===== src/rtl/dualrail_pkg.sv =====
package dualrail_pkg;

    localparam logic [1:0] PAIR_CLEAR = 2'b00;
    localparam logic [1:0] PAIR_ZERO  = 2'b01;
    localparam logic [1:0] PAIR_ONE   = 2'b10;
    localparam logic [1:0] PAIR_ALARM = 2'b11;

    typedef enum logic {
        TX_SPACER,
        TX_TOKEN
    } tx_state_t;

    typedef enum logic [2:0] {
        CK_CLEAR,
        CK_FILL,
        CK_FULL,
        CK_DRAIN,
        CK_HALT
    } ck_state_t;

    typedef enum logic [1:0] {
        BUS_CLEAR,
        BUS_MIXED,
        BUS_FULL
    } bus_class_t;

    function automatic logic [1:0] pair_of(input logic bit_val);
        return bit_val ? PAIR_ONE : PAIR_ZERO;
    endfunction

endpackage


===== src/rtl/dr_encoder.sv =====
module dr_encoder
    import dualrail_pkg::*;
#(
    parameter int WIDTH = 8
) (
    input  logic               clk,
    input  logic               rst,
    input  logic [WIDTH-1:0]   in_data,
    input  logic               in_valid,
    output logic               in_ready,
    output logic [2*WIDTH-1:0] tx_rails
);

    tx_state_t        state_q;
    tx_state_t        state_d;
    logic [WIDTH-1:0] data_q;
    logic             token_on;

    // state register
    always_ff @(posedge clk) begin
        if (rst) begin
            state_q <= TX_SPACER;
        end else begin
            state_q <= state_d;
        end
    end

    // transitions: SPACER -accept-> TOKEN, TOKEN -always-> SPACER
    always_comb begin
        state_d = state_q;
        unique case (state_q)
            TX_SPACER: state_d = in_valid ? TX_TOKEN : TX_SPACER;
            TX_TOKEN:  state_d = TX_SPACER;
        endcase
    end

    always_ff @(posedge clk) begin
        if (rst) begin
            data_q <= '0;
        end else if (state_q == TX_SPACER && in_valid) begin
            data_q <= in_data;
        end
    end

    // outputs
    always_comb begin
        in_ready = (state_q == TX_SPACER);
        token_on = (state_q == TX_TOKEN);
    end

    for (genvar i = 0; i < WIDTH; i++) begin : g_pair
        assign tx_rails[2*i +: 2] = token_on ? pair_of(data_q[i]) : PAIR_CLEAR;
    end


    token_then_spacer_chk: assert property (@(posedge clk) disable iff (rst)
        (tx_rails != '0) |=> (tx_rails == '0));


    token_weight_chk: assert property (@(posedge clk) disable iff (rst)
        (in_valid && in_ready) |=> ($countones(tx_rails) == WIDTH));

endmodule


===== src/rtl/dr_watchdog.sv =====
module dr_watchdog #(
    parameter int LIMIT = 8
) (
    input  logic clk,
    input  logic rst,
    input  logic busy,
    output logic expired
);

    localparam int CW = $clog2(LIMIT + 1);
    localparam logic [CW-1:0] LIM_C  = CW'(LIMIT);
    localparam logic [CW-1:0] LAST_C = CW'(LIMIT - 1);

    logic [CW-1:0] cnt_q;

    always_ff @(posedge clk) begin
        if (rst) begin
            cnt_q <= '0;
        end else if (!busy) begin
            cnt_q <= '0;
        end else if (cnt_q != LIM_C) begin
            cnt_q <= cnt_q + 1'b1;
        end
    end

    assign expired = busy && (cnt_q == LAST_C);


    wd_range_chk: assert property (@(posedge clk) disable iff (rst)
        (cnt_q <= LIM_C));


    wd_restart_chk: assert property (@(posedge clk) disable iff (rst)
        !busy |=> (cnt_q == '0));

endmodule


===== src/rtl/dr_checker.sv =====
module dr_checker
    import dualrail_pkg::*;
#(
    parameter int WIDTH    = 8,
    parameter int WD_LIMIT = 8
) (
    input  logic               clk,
    input  logic               rst,
    input  logic [2*WIDTH-1:0] rx_rails,
    output logic [WIDTH-1:0]   out_data,
    output logic               out_valid,
    output logic               alarm,
    output logic               deadlock
);

    ck_state_t          state_q;
    ck_state_t          state_d;
    bus_class_t         cls;
    logic [2*WIDTH-1:0] prev_q;
    logic [WIDTH-1:0]   is_clr;
    logic [WIDTH-1:0]   is_logic;
    logic [WIDTH-1:0]   is_alm;
    logic [WIDTH-1:0]   is_flip;
    logic [WIDTH-1:0]   decoded;
    logic               all_clear;
    logic               all_logic;
    logic               spacer_viol;
    logic               alarm_hit;
    logic               wd_expired;
    logic               take;

    for (genvar i = 0; i < WIDTH; i++) begin : g_bit
        logic [1:0] cur;
        logic [1:0] old;
        assign cur         = rx_rails[2*i +: 2];
        assign old         = prev_q[2*i +: 2];
        assign is_clr[i]   = (cur == PAIR_CLEAR);
        assign is_alm[i]   = (cur == PAIR_ALARM);
        assign is_logic[i] = (cur == PAIR_ZERO) || (cur == PAIR_ONE);
        assign is_flip[i]  = ((old == PAIR_ZERO) && (cur == PAIR_ONE)) ||
                             ((old == PAIR_ONE)  && (cur == PAIR_ZERO));
        assign decoded[i]  = cur[1];
    end

    always_comb begin
        all_clear   = &is_clr;
        all_logic   = &is_logic;
        if (all_clear) begin
            cls = BUS_CLEAR;
        end else if (all_logic) begin
            cls = BUS_FULL;
        end else begin
            cls = BUS_MIXED;
        end
        spacer_viol = (state_q == CK_DRAIN) && all_logic;
        alarm_hit   = (|is_alm) || (|is_flip) || spacer_viol;
        take        = all_logic && !alarm_hit && !wd_expired &&
                      ((state_q == CK_CLEAR) || (state_q == CK_FILL));
    end

    dr_watchdog #(
        .LIMIT(WD_LIMIT)
    ) u_wd (
        .clk    (clk),
        .rst    (rst),
        .busy   (!all_clear),
        .expired(wd_expired)
    );

    // state register
    always_ff @(posedge clk) begin
        if (rst) begin
            state_q <= CK_CLEAR;
        end else begin
            state_q <= state_d;
        end
    end

    // transitions
    always_comb begin
        state_d = state_q;
        if (alarm_hit || wd_expired) begin
            state_d = CK_HALT;
        end else begin
            unique case (state_q)
                CK_CLEAR, CK_FILL: begin
                    unique case (cls)
                        BUS_CLEAR: state_d = CK_CLEAR;
                        BUS_MIXED: state_d = CK_FILL;
                        BUS_FULL:  state_d = CK_FULL;
                        default:   state_d = CK_HALT;
                    endcase
                end
                CK_FULL, CK_DRAIN: begin
                    unique case (cls)
                        BUS_CLEAR: state_d = CK_CLEAR;
                        BUS_MIXED: state_d = CK_DRAIN;
                        BUS_FULL:  state_d = state_q;
                        default:   state_d = CK_HALT;
                    endcase
                end
                CK_HALT: state_d = CK_HALT;
                default: state_d = CK_HALT;
            endcase
        end
    end

    // outputs
    always_ff @(posedge clk) begin
        if (rst) begin
            prev_q    <= '0;
            out_valid <= 1'b0;
            out_data  <= '0;
            alarm     <= 1'b0;
            deadlock  <= 1'b0;
        end else begin
            prev_q    <= rx_rails;
            out_valid <= take;
            alarm     <= alarm | alarm_hit;
            deadlock  <= deadlock | wd_expired;
            if (take) begin
                out_data <= decoded;
            end
        end
    end


    pair_alarm_chk: assert property (@(posedge clk) disable iff (rst)
        (|is_alm) |=> alarm);


    alarm_sticky_chk: assert property (@(posedge clk) disable iff (rst)
        alarm |=> alarm);


    deadlock_sticky_chk: assert property (@(posedge clk) disable iff (rst)
        deadlock |=> deadlock);


    halt_quiet_chk: assert property (@(posedge clk) disable iff (rst)
        (alarm || deadlock) |-> !out_valid);


    single_strobe_chk: assert property (@(posedge clk) disable iff (rst)
        out_valid |=> !out_valid);

endmodule


===== src/rtl/dualrail_guard.sv =====
module dualrail_guard #(
    parameter int WIDTH    = 8,
    parameter int WD_LIMIT = 8
) (
    input  logic               clk,
    input  logic               rst,
    input  logic [WIDTH-1:0]   in_data,
    input  logic               in_valid,
    output logic               in_ready,
    output logic [2*WIDTH-1:0] tx_rails,
    input  logic [2*WIDTH-1:0] rx_rails,
    output logic [WIDTH-1:0]   out_data,
    output logic               out_valid,
    output logic               alarm,
    output logic               deadlock
);

    dr_encoder #(
        .WIDTH(WIDTH)
    ) u_enc (
        .clk     (clk),
        .rst     (rst),
        .in_data (in_data),
        .in_valid(in_valid),
        .in_ready(in_ready),
        .tx_rails(tx_rails)
    );

    dr_checker #(
        .WIDTH   (WIDTH),
        .WD_LIMIT(WD_LIMIT)
    ) u_chk (
        .clk      (clk),
        .rst      (rst),
        .rx_rails (rx_rails),
        .out_data (out_data),
        .out_valid(out_valid),
        .alarm    (alarm),
        .deadlock (deadlock)
    );

endmodule


===== config.mk =====
export PLATFORM = sky130hd
export DESIGN_NAME = dualrail_guard
export DESIGN_NICKNAME = d
export VERILOG_FILES = /design/src/rtl/dualrail_pkg.sv /design/src/rtl/dr_encoder.sv /design/src/rtl/dr_watchdog.sv /design/src/rtl/dr_checker.sv /design/src/rtl/dualrail_guard.sv
export SDC_FILE = /design/constraint.sdc
export NUM_CORES = 1
export LEC_CHECK = 0
export BUFFER_PORTS_ARGS = -buffer_cell sky130_fd_sc_hd__buf_2
export CAP_MARGIN = 0
export CORE_ASPECT_RATIO = 1.5
export CORE_MARGIN = 2
export CORE_UTILIZATION = 40
export CTS_CLUSTER_SIZE = 8
export DETAILED_ROUTE_END_ITERATION = 10
export PLACE_DENSITY = 0.62
export SLEW_MARGIN = 20
export SYNTH_ARGS = -nofsm -noshare
export SYNTH_HDL_FRONTEND = slang
export SYNTH_SLANG_ARGS = --single-unit

===== constraint.sdc =====
create_clock -name clk -period 5.23 [get_ports clk]
set_input_delay 0.2615 -clock clk [delete_from_list [all_inputs] [get_ports clk]]
set_output_delay 0.2615 -clock clk [all_outputs]
set_load 0.1 [all_outputs]

==> results of run 1 <==
==> worst paths after layout <==
| check | from | cells after the start | slack (ns) | end |
|---|---|---|---|---|
| min | in_data[3] | 3 | 0.20 | u_enc.data_q[3] |
| min reg2reg | u_enc.data_q[7] | 2 | 0.47 | u_enc.data_q[7] |
| max | rx_rails[9] | 8 | 3.34 | u_chk.out_data[0] |
| max reg2reg | u_chk.u_wd.cnt_q[0] | 6 | 3.42 | u_chk.out_data[0] |
==> flip-flops by register name, indices dropped and copies added, names as in the netlist <==
name and count:
u_chk.state_q 3, u_chk.out_data 8, u_enc.state_q 1, u_chk.out_valid 1, u_enc.data_q 8, u_chk.prev_q 16, u_chk.u_wd.cnt_q 4, u_chk.deadlock 1
u_chk.alarm 1
==> worst max-delay path, stage by stage <==
cell and delay, ns:
buf_2 0.10, inv_1 0.07, ha_1 0.30, nand4_1 0.14, nor2_1 0.22, nor4b_4 0.30, nand4_4 0.30, mux2_4 0.38
==> cell usage in the layout, fill, tap and decap left out, types with 2 or more instances in the layout <==
cell type / n
ha_1: 34
nor2b_1: 10
dfxtp_1: 43
and2_1: 8
nand2_1: 30
inv_1: 19
o21ai_0: 5
nand3b_1: 9
mux2_4: 8
clkbuf_8: 5
bufinv_16: 2
nor2_1: 34
buf_2: 54
nand4_1: 4
nor4_2: 2
a21oi_1: 9
and4_1: 2
==> metrics by stage <==
step                setup slack [ns]  hold slack [ns]
global route                    3.21            0.188
detailed placement              3.03            0.464
finish                          3.34            0.196
floorplan                       2.84            0.397
CTS                             3.35            0.188
global placement                3.08            0.455
==> routing by layer <==
metal  vias up  GRT usage, %  wire length (um)
met3         7          3.74               231
met1       765          15.5              1700
li1        899             -                 -
met5         -             0                 0
met2        46          27.6              2320
met4         0          5.90                82
==> kinds of logic after synthesis <==
| kind of cell | Yosys count |
|---|---|
| AOI/OAI and AO/OA | 20 |
| xor gates and xnor gates | 2 |
| adders and majority gates | 34 |
| buffers and inverters | 26 |
| DFF | 43 |
| muxes | 9 |
| and+or+nand+nor | 109 |
==> report_power, final <==
part,switching (mW),internal [mW]
Sequential,0.00917,0.341
Combinational,0.0881,0.0336
Clock,0.111,0.191
==> cell type report <==
type                       instances  area share, %
timing repair buffer              54           9.91
clock buffer                       6           2.66
sequential                        43           31.6
inverter                          20           2.75
tap                               70           3.21
multi-input combinational        174           47.7
clock inverter                     2           2.20
==> impl_metrics.json, run 1 <==
{
  "p_leak_nw": 1.36,
  "critPathLaunchType": "primary input",
  "fin_worst_skew_ns": 0.00677,
  "grt_overflow": 0,
  "ys_ff_latch": 43,
  "wl_per_cell_um": 11.7,
  "synth_compound_area_share_pct": 5.21,
  "rsz0062_at_grt": "no",
  "syn_nets": 304,
  "fp.dieH_um": 96.0,
  "yosysTopAreaCell": "dfxtp_1",
  "cts_tree": "yes",
  "synth-xor-area-share_pct": 0.776,
  "synth.area.mux_share_pct": 5.76,
  "vias": 1717,
  "cts_resized": 0,
  "multiInputGateArea_um2": 1300,
  "post-route-period-util_pct": 36.2,
  "synth_common_cells": "dfxtp_1, ha_1, nor2_1",
  "layout_min_cycle_time_ns": 1.89,
  "drive_gt1_share_pct": 26.4,
  "critPathMaxFanout": 8,
  "final_core_util_pct": 50.0,
  "hold_path.class": "in2reg",
  "avgSynthCellArea_um2": 9.29,
  "cts_made_buffers": 5,
  "area_growth_pct": 20.7,
  "crit_arrival_ns": 2.07,
  "grt_pass1_wl_um": 7070,
  "cts.sinks": 43,
  "path_clk_slew_ns": 0.08,
  "finalHoldViolations": 0,
  "max_slew.worst_pin.slew_ns": 0.683,
  "ys_seq_area_share_pct": 38.1,
  "critPathRequiredTime_ns": 5.41,
  "syn_inst": 243,
  "synth_simple_gate_area_share_pct": 27.0,
  "place_inst": 361,
  "cts_root_buf": "clkbuf_8",
  "track_usage_pct": 14.7,
  "async_flop_share_pct": 0,
  "synth_edf_count": 0,
  "antenna_left": 0,
  "setup_violations": 0,
  "synth_flop_cell": "dfxtp_1",
  "nets": 359,
  "synth_top_family_by_area": "simple AND/OR/NAND/NOR gates",
  "postCtsSetupBuffers": 0,
  "drt_iter0_markers": 52,
  "critPathKind": "in2reg",
  "io_pins": 55,
  "synth_top_area_share_pct": 38.1,
  "yosysWarnings": 0,
  "initial_core_util_pct": 41.4,
  "clock_path_buffers": 2,
  "rows": 33,
  "synth_area_leaders": "dfxtp_1, ha_1, nor2_1",
  "seq_area_um2": 861,
  "numPortBuffers": 54,
  "antenna_found_initial": 0,
  "insertedDiodeCount": 0,
  "avgViaCountPerCell": 4.65,
  "place_area_um2": 2590,
  "cts_hold_buf": 0,
  "grt_start_max_net_pins": 39,
  "nFillCells": 556,
  "yosysMostFrequentCell": "dfxtp_1",
  "route.detailed.drc": 0,
  "maxSlewHeadroom_pct": 54.5,
  "firstDrtPassIters": 4,
  "irDropWorstVdd_mv": 0.122,
  "first_global_vias": 1597,
  "stdcell_count": 369,
  "dieWidth_um": 65.4,
  "cts_max_level": 2,
  "hpwl_um": 3470,
  "core_um2": 5450,
  "wirelength_um": 4330,
  "max-cap-violations": 0,
  "slew_violations": 0,
  "max_clock_freq_mhz": 528,
  "power_uw": 774,
  "insertion_delay_ns": 0.29,
  "status": "complete, no violations",
  "power.density_nw_per_um2": 284,
  "cp-end-kind": "flop",
  "fin_area_um2": 2730,
  "synthAdderAreaFrac_pct": 18.8,
  "dieArea_um2": 6280,
  "synth_cell_types": 36,
  "tns_ns": 0,
  "gp_congestion": 0.791,
  "syn_area_um2": 2260
}
Note: power is estimated with default switching activity, not from simulation.
==> run 2, diff against run 1 <==
--- a/config.mk
+++ b/config.mk
@@ -12,7 +12,7 @@
 export CORE_UTILIZATION = 40
 export CTS_CLUSTER_SIZE = 8
 export DETAILED_ROUTE_END_ITERATION = 10
-export PLACE_DENSITY = 0.62
+export PLACE_DENSITY = 0.64
 export SLEW_MARGIN = 20
 export SYNTH_ARGS = -nofsm -noshare
 export SYNTH_HDL_FRONTEND = slang
==> constraint.sdc (replaced) <==
create_clock -name clk -period 1.6 [get_ports clk]
set_input_delay 0.08 -clock clk [delete_from_list [all_inputs] [get_ports clk]]
set_output_delay 0.08 -clock clk [all_outputs]
set_load 0.1 [all_outputs]
==> run 2 against run 1 <==
Effect of this change: the run now ends with setup timing left; critical path depth fell by 1; final cell count rose by 9.5%; clock power rose to 2.8 times the previous value; largest power group unchanged.
==> impl_metrics.json, run 2 (same netlist as run 1, synthesis figures left out) <==
{
  "status": "complete, but fails checks",
  "violations": "setup timing",
  "route.detailed.drc": 0,
  "critPathLaunchType": "flop",
  "hpwl_um": 3650,
  "fin_area_um2": 3070,
  "first_global_vias": 1770,
  "drive_gt1_share_pct": 41.3,
  "intPower_mw": 1.76,
  "rows": 33,
  "largest_reg_flops": 16,
  "insertion_delay_ns": 0.30,
  "reg.largest.list": "u_chk.prev_q x16, u_chk.out_data x8, u_enc.data_q x8",
  "core_um2": 5450,
  "antenna_left": 0,
  "cts.sinks": 43,
  "swShare_pct": 29.3,
  "top_register": "u_chk.prev_q",
  "dieWidth_um": 65.4,
  "fin_worst_skew_ns": 0.00830,
  "critical-path-max-stage-delay_ns": 0.34,
  "place_area_um2": 2850,
  "ff2ff_path_depth": 7,
  "place_inst": 392,
  "vias": 1870,
  "tns_ns": -0.154,
  "layout_min_cycle_time_ns": 1.63,
  "setup_violations": 8,
  "nFillCells": 507,
  "wirelength_um": 4710,
  "holdPathStages": 3,
  "p_seq_share_pct": 46.3,
  "power_mw": 2.48,
  "multiInputGateArea_um2": 1370,
  "post-route-period-util_pct": 102,
  "hold_path.class": "in2reg",
  "io_pins": 55,
  "grt_overflow": 0,
  "mostFrequentLayoutCells": "buf_2, buf_4, dfxtp_1",
  "finalHoldViolations": 0,
  "drt_iter0_markers": 93,
  "crit_chain": "ha_4 -> nand2_4 -> a211oi_4 -> nor4b_4 -> nand4_4 -> buf_6 -> mux2_4",
  "avgViaCountPerCell": 4.63,
  "path_clk_slew_ns": 0.09,
  "numPortBuffers": 54,
  "stdcell_count": 404,
  "cp-end-kind": "flop",
  "nets": 394,
  "cts_tree": "yes",
  "fp.dieH_um": 96.0,
  "cp.depth": 7,
  "max_clock_freq_mhz": 614,
  "comb_power_share_pct": 19.4,
  "critPathBufInv": 1,
  "switchingPower_uw": 727,
  "critPathKind": "reg2reg",
  "max-cap-violations": 0,
  "maxSlewHeadroom_pct": 63.8,
  "cp_top_family": "simple AND/OR/NAND/NOR gates",
  "insertedDiodeCount": 0,
  "track_usage_pct": 16.2,
  "clock_path_buffers": 2,
  "gp_congestion": 0.764,
  "area_growth_pct": 35.8,
  "pwr-share-clk_pct": 34.4,
  "grt_pass1_wl_um": 7850,
  "power.density_nw_per_um2": 810,
  "cts_root_buf": "clkbuf_8",
  "critPathRequiredTime_ns": 1.78,
  "grt_start_max_net_pins": 27,
  "max_slew.worst_pin.slew_ns": 0.541,
  "irDropWorstVdd_mv": 0.472,
  "wl_per_cell_um": 11.7,
  "crit_arrival_ns": 1.81,
  "antenna_found_initial": 0,
  "fin_ws_ns": -0.0296,
  "critPathMaxFanout": 4,
  "rsz0062_at_grt": "yes",
  "seq_area_um2": 863,
  "initial_core_util_pct": 41.4,
  "p_leak_nw": 1.53,
  "dieArea_um2": 6280,
  "cts_max_level": 2,
  "mostFrequentLayoutCell": "buf_2",
  "slew_violations": 0,
  "final_core_util_pct": 56.3,
  "firstDrtPassIters": 4,
  "cts_made_buffers": 5,
  "cp_slowest_cell": "dfxtp_2"
}
==> run 2: cell count changes in the layout (fill, tap and decap cells not counted), sizes merged <==
cell,before,now
buf,54,89
bufinv,2,1
clkbuf,6,5
clkinvlp,0,1
inv,20,21
==> run 2: tightest hold or removal path, stage by stage <==
cell and delay, ns:
buf_2 0.09, nand2_1 0.04, a21oi_1 0.05
==> run 2: what timing repair did <==
item                                    CTS  global route
buffers inserted                          3             1
pin swaps                                 5             7
hold buffers                              0             0
endpoints found under the setup margin   16            11
resized for setup                        15             4
==> run 2: worst paths after layout <==
kind | startpoint | to | slack (ns)
hold / removal | in_data[5] | u_enc.data_q[5] | 0.01
setup reg to reg | u_chk.u_wd.cnt_q[0] | u_chk.out_data[5] | -0.03
hold reg to reg | u_enc.data_q[1] | u_enc.data_q[1] | 0.48
setup / recovery | u_chk.u_wd.cnt_q[0] | u_chk.out_data[5] | -0.03
==> run 2: layer usage <==
layer	up-vias	track usage, %	wire length, um
met5	-	0	0
met2	41	29.0	2490
met4	0	6.42	96
li1	970	-	-
met3	8	3.39	182
met1	851	18.7	1940
==> run 2: layout make-up <==
type | count | share of cell area [%]
clock inverters | 3 | 1.51
well taps | 70 | 2.85
multi-input cells | 174 | 44.5
inverters | 20 | 2.45
repair buffers | 89 | 18.3
flip-flops and latches | 43 | 28.1
clock buffers | 5 | 2.24
==> run 2: metrics by stage <==
step	setup slack [ns]	hold slack [ns]
2_1_floorplan	-0.173	0.200
3_3_place_gp	-0.265	0.321
3_5_place_dp	-0.321	0.330
4_1_cts	-0.0794	0.00710
5_1_grt	-0.108	0.0117
6_report	-0.0296	0.0113
==> run 2: power by group through the flow <==
| stage | registers [mW] | clock network, mW | logic, mW |
|---|---|---|---|
| CTS | 1.15 | 0.882 | 0.485 |
| floorplan | 1.18 | 0 | 0.294 |
| global placement | 1.17 | 0 | 0.466 |
| global route | 1.16 | 0.929 | 0.528 |
| detailed placement | 1.17 | 0 | 0.471 |
| finish | 1.15 | 0.854 | 0.481 |
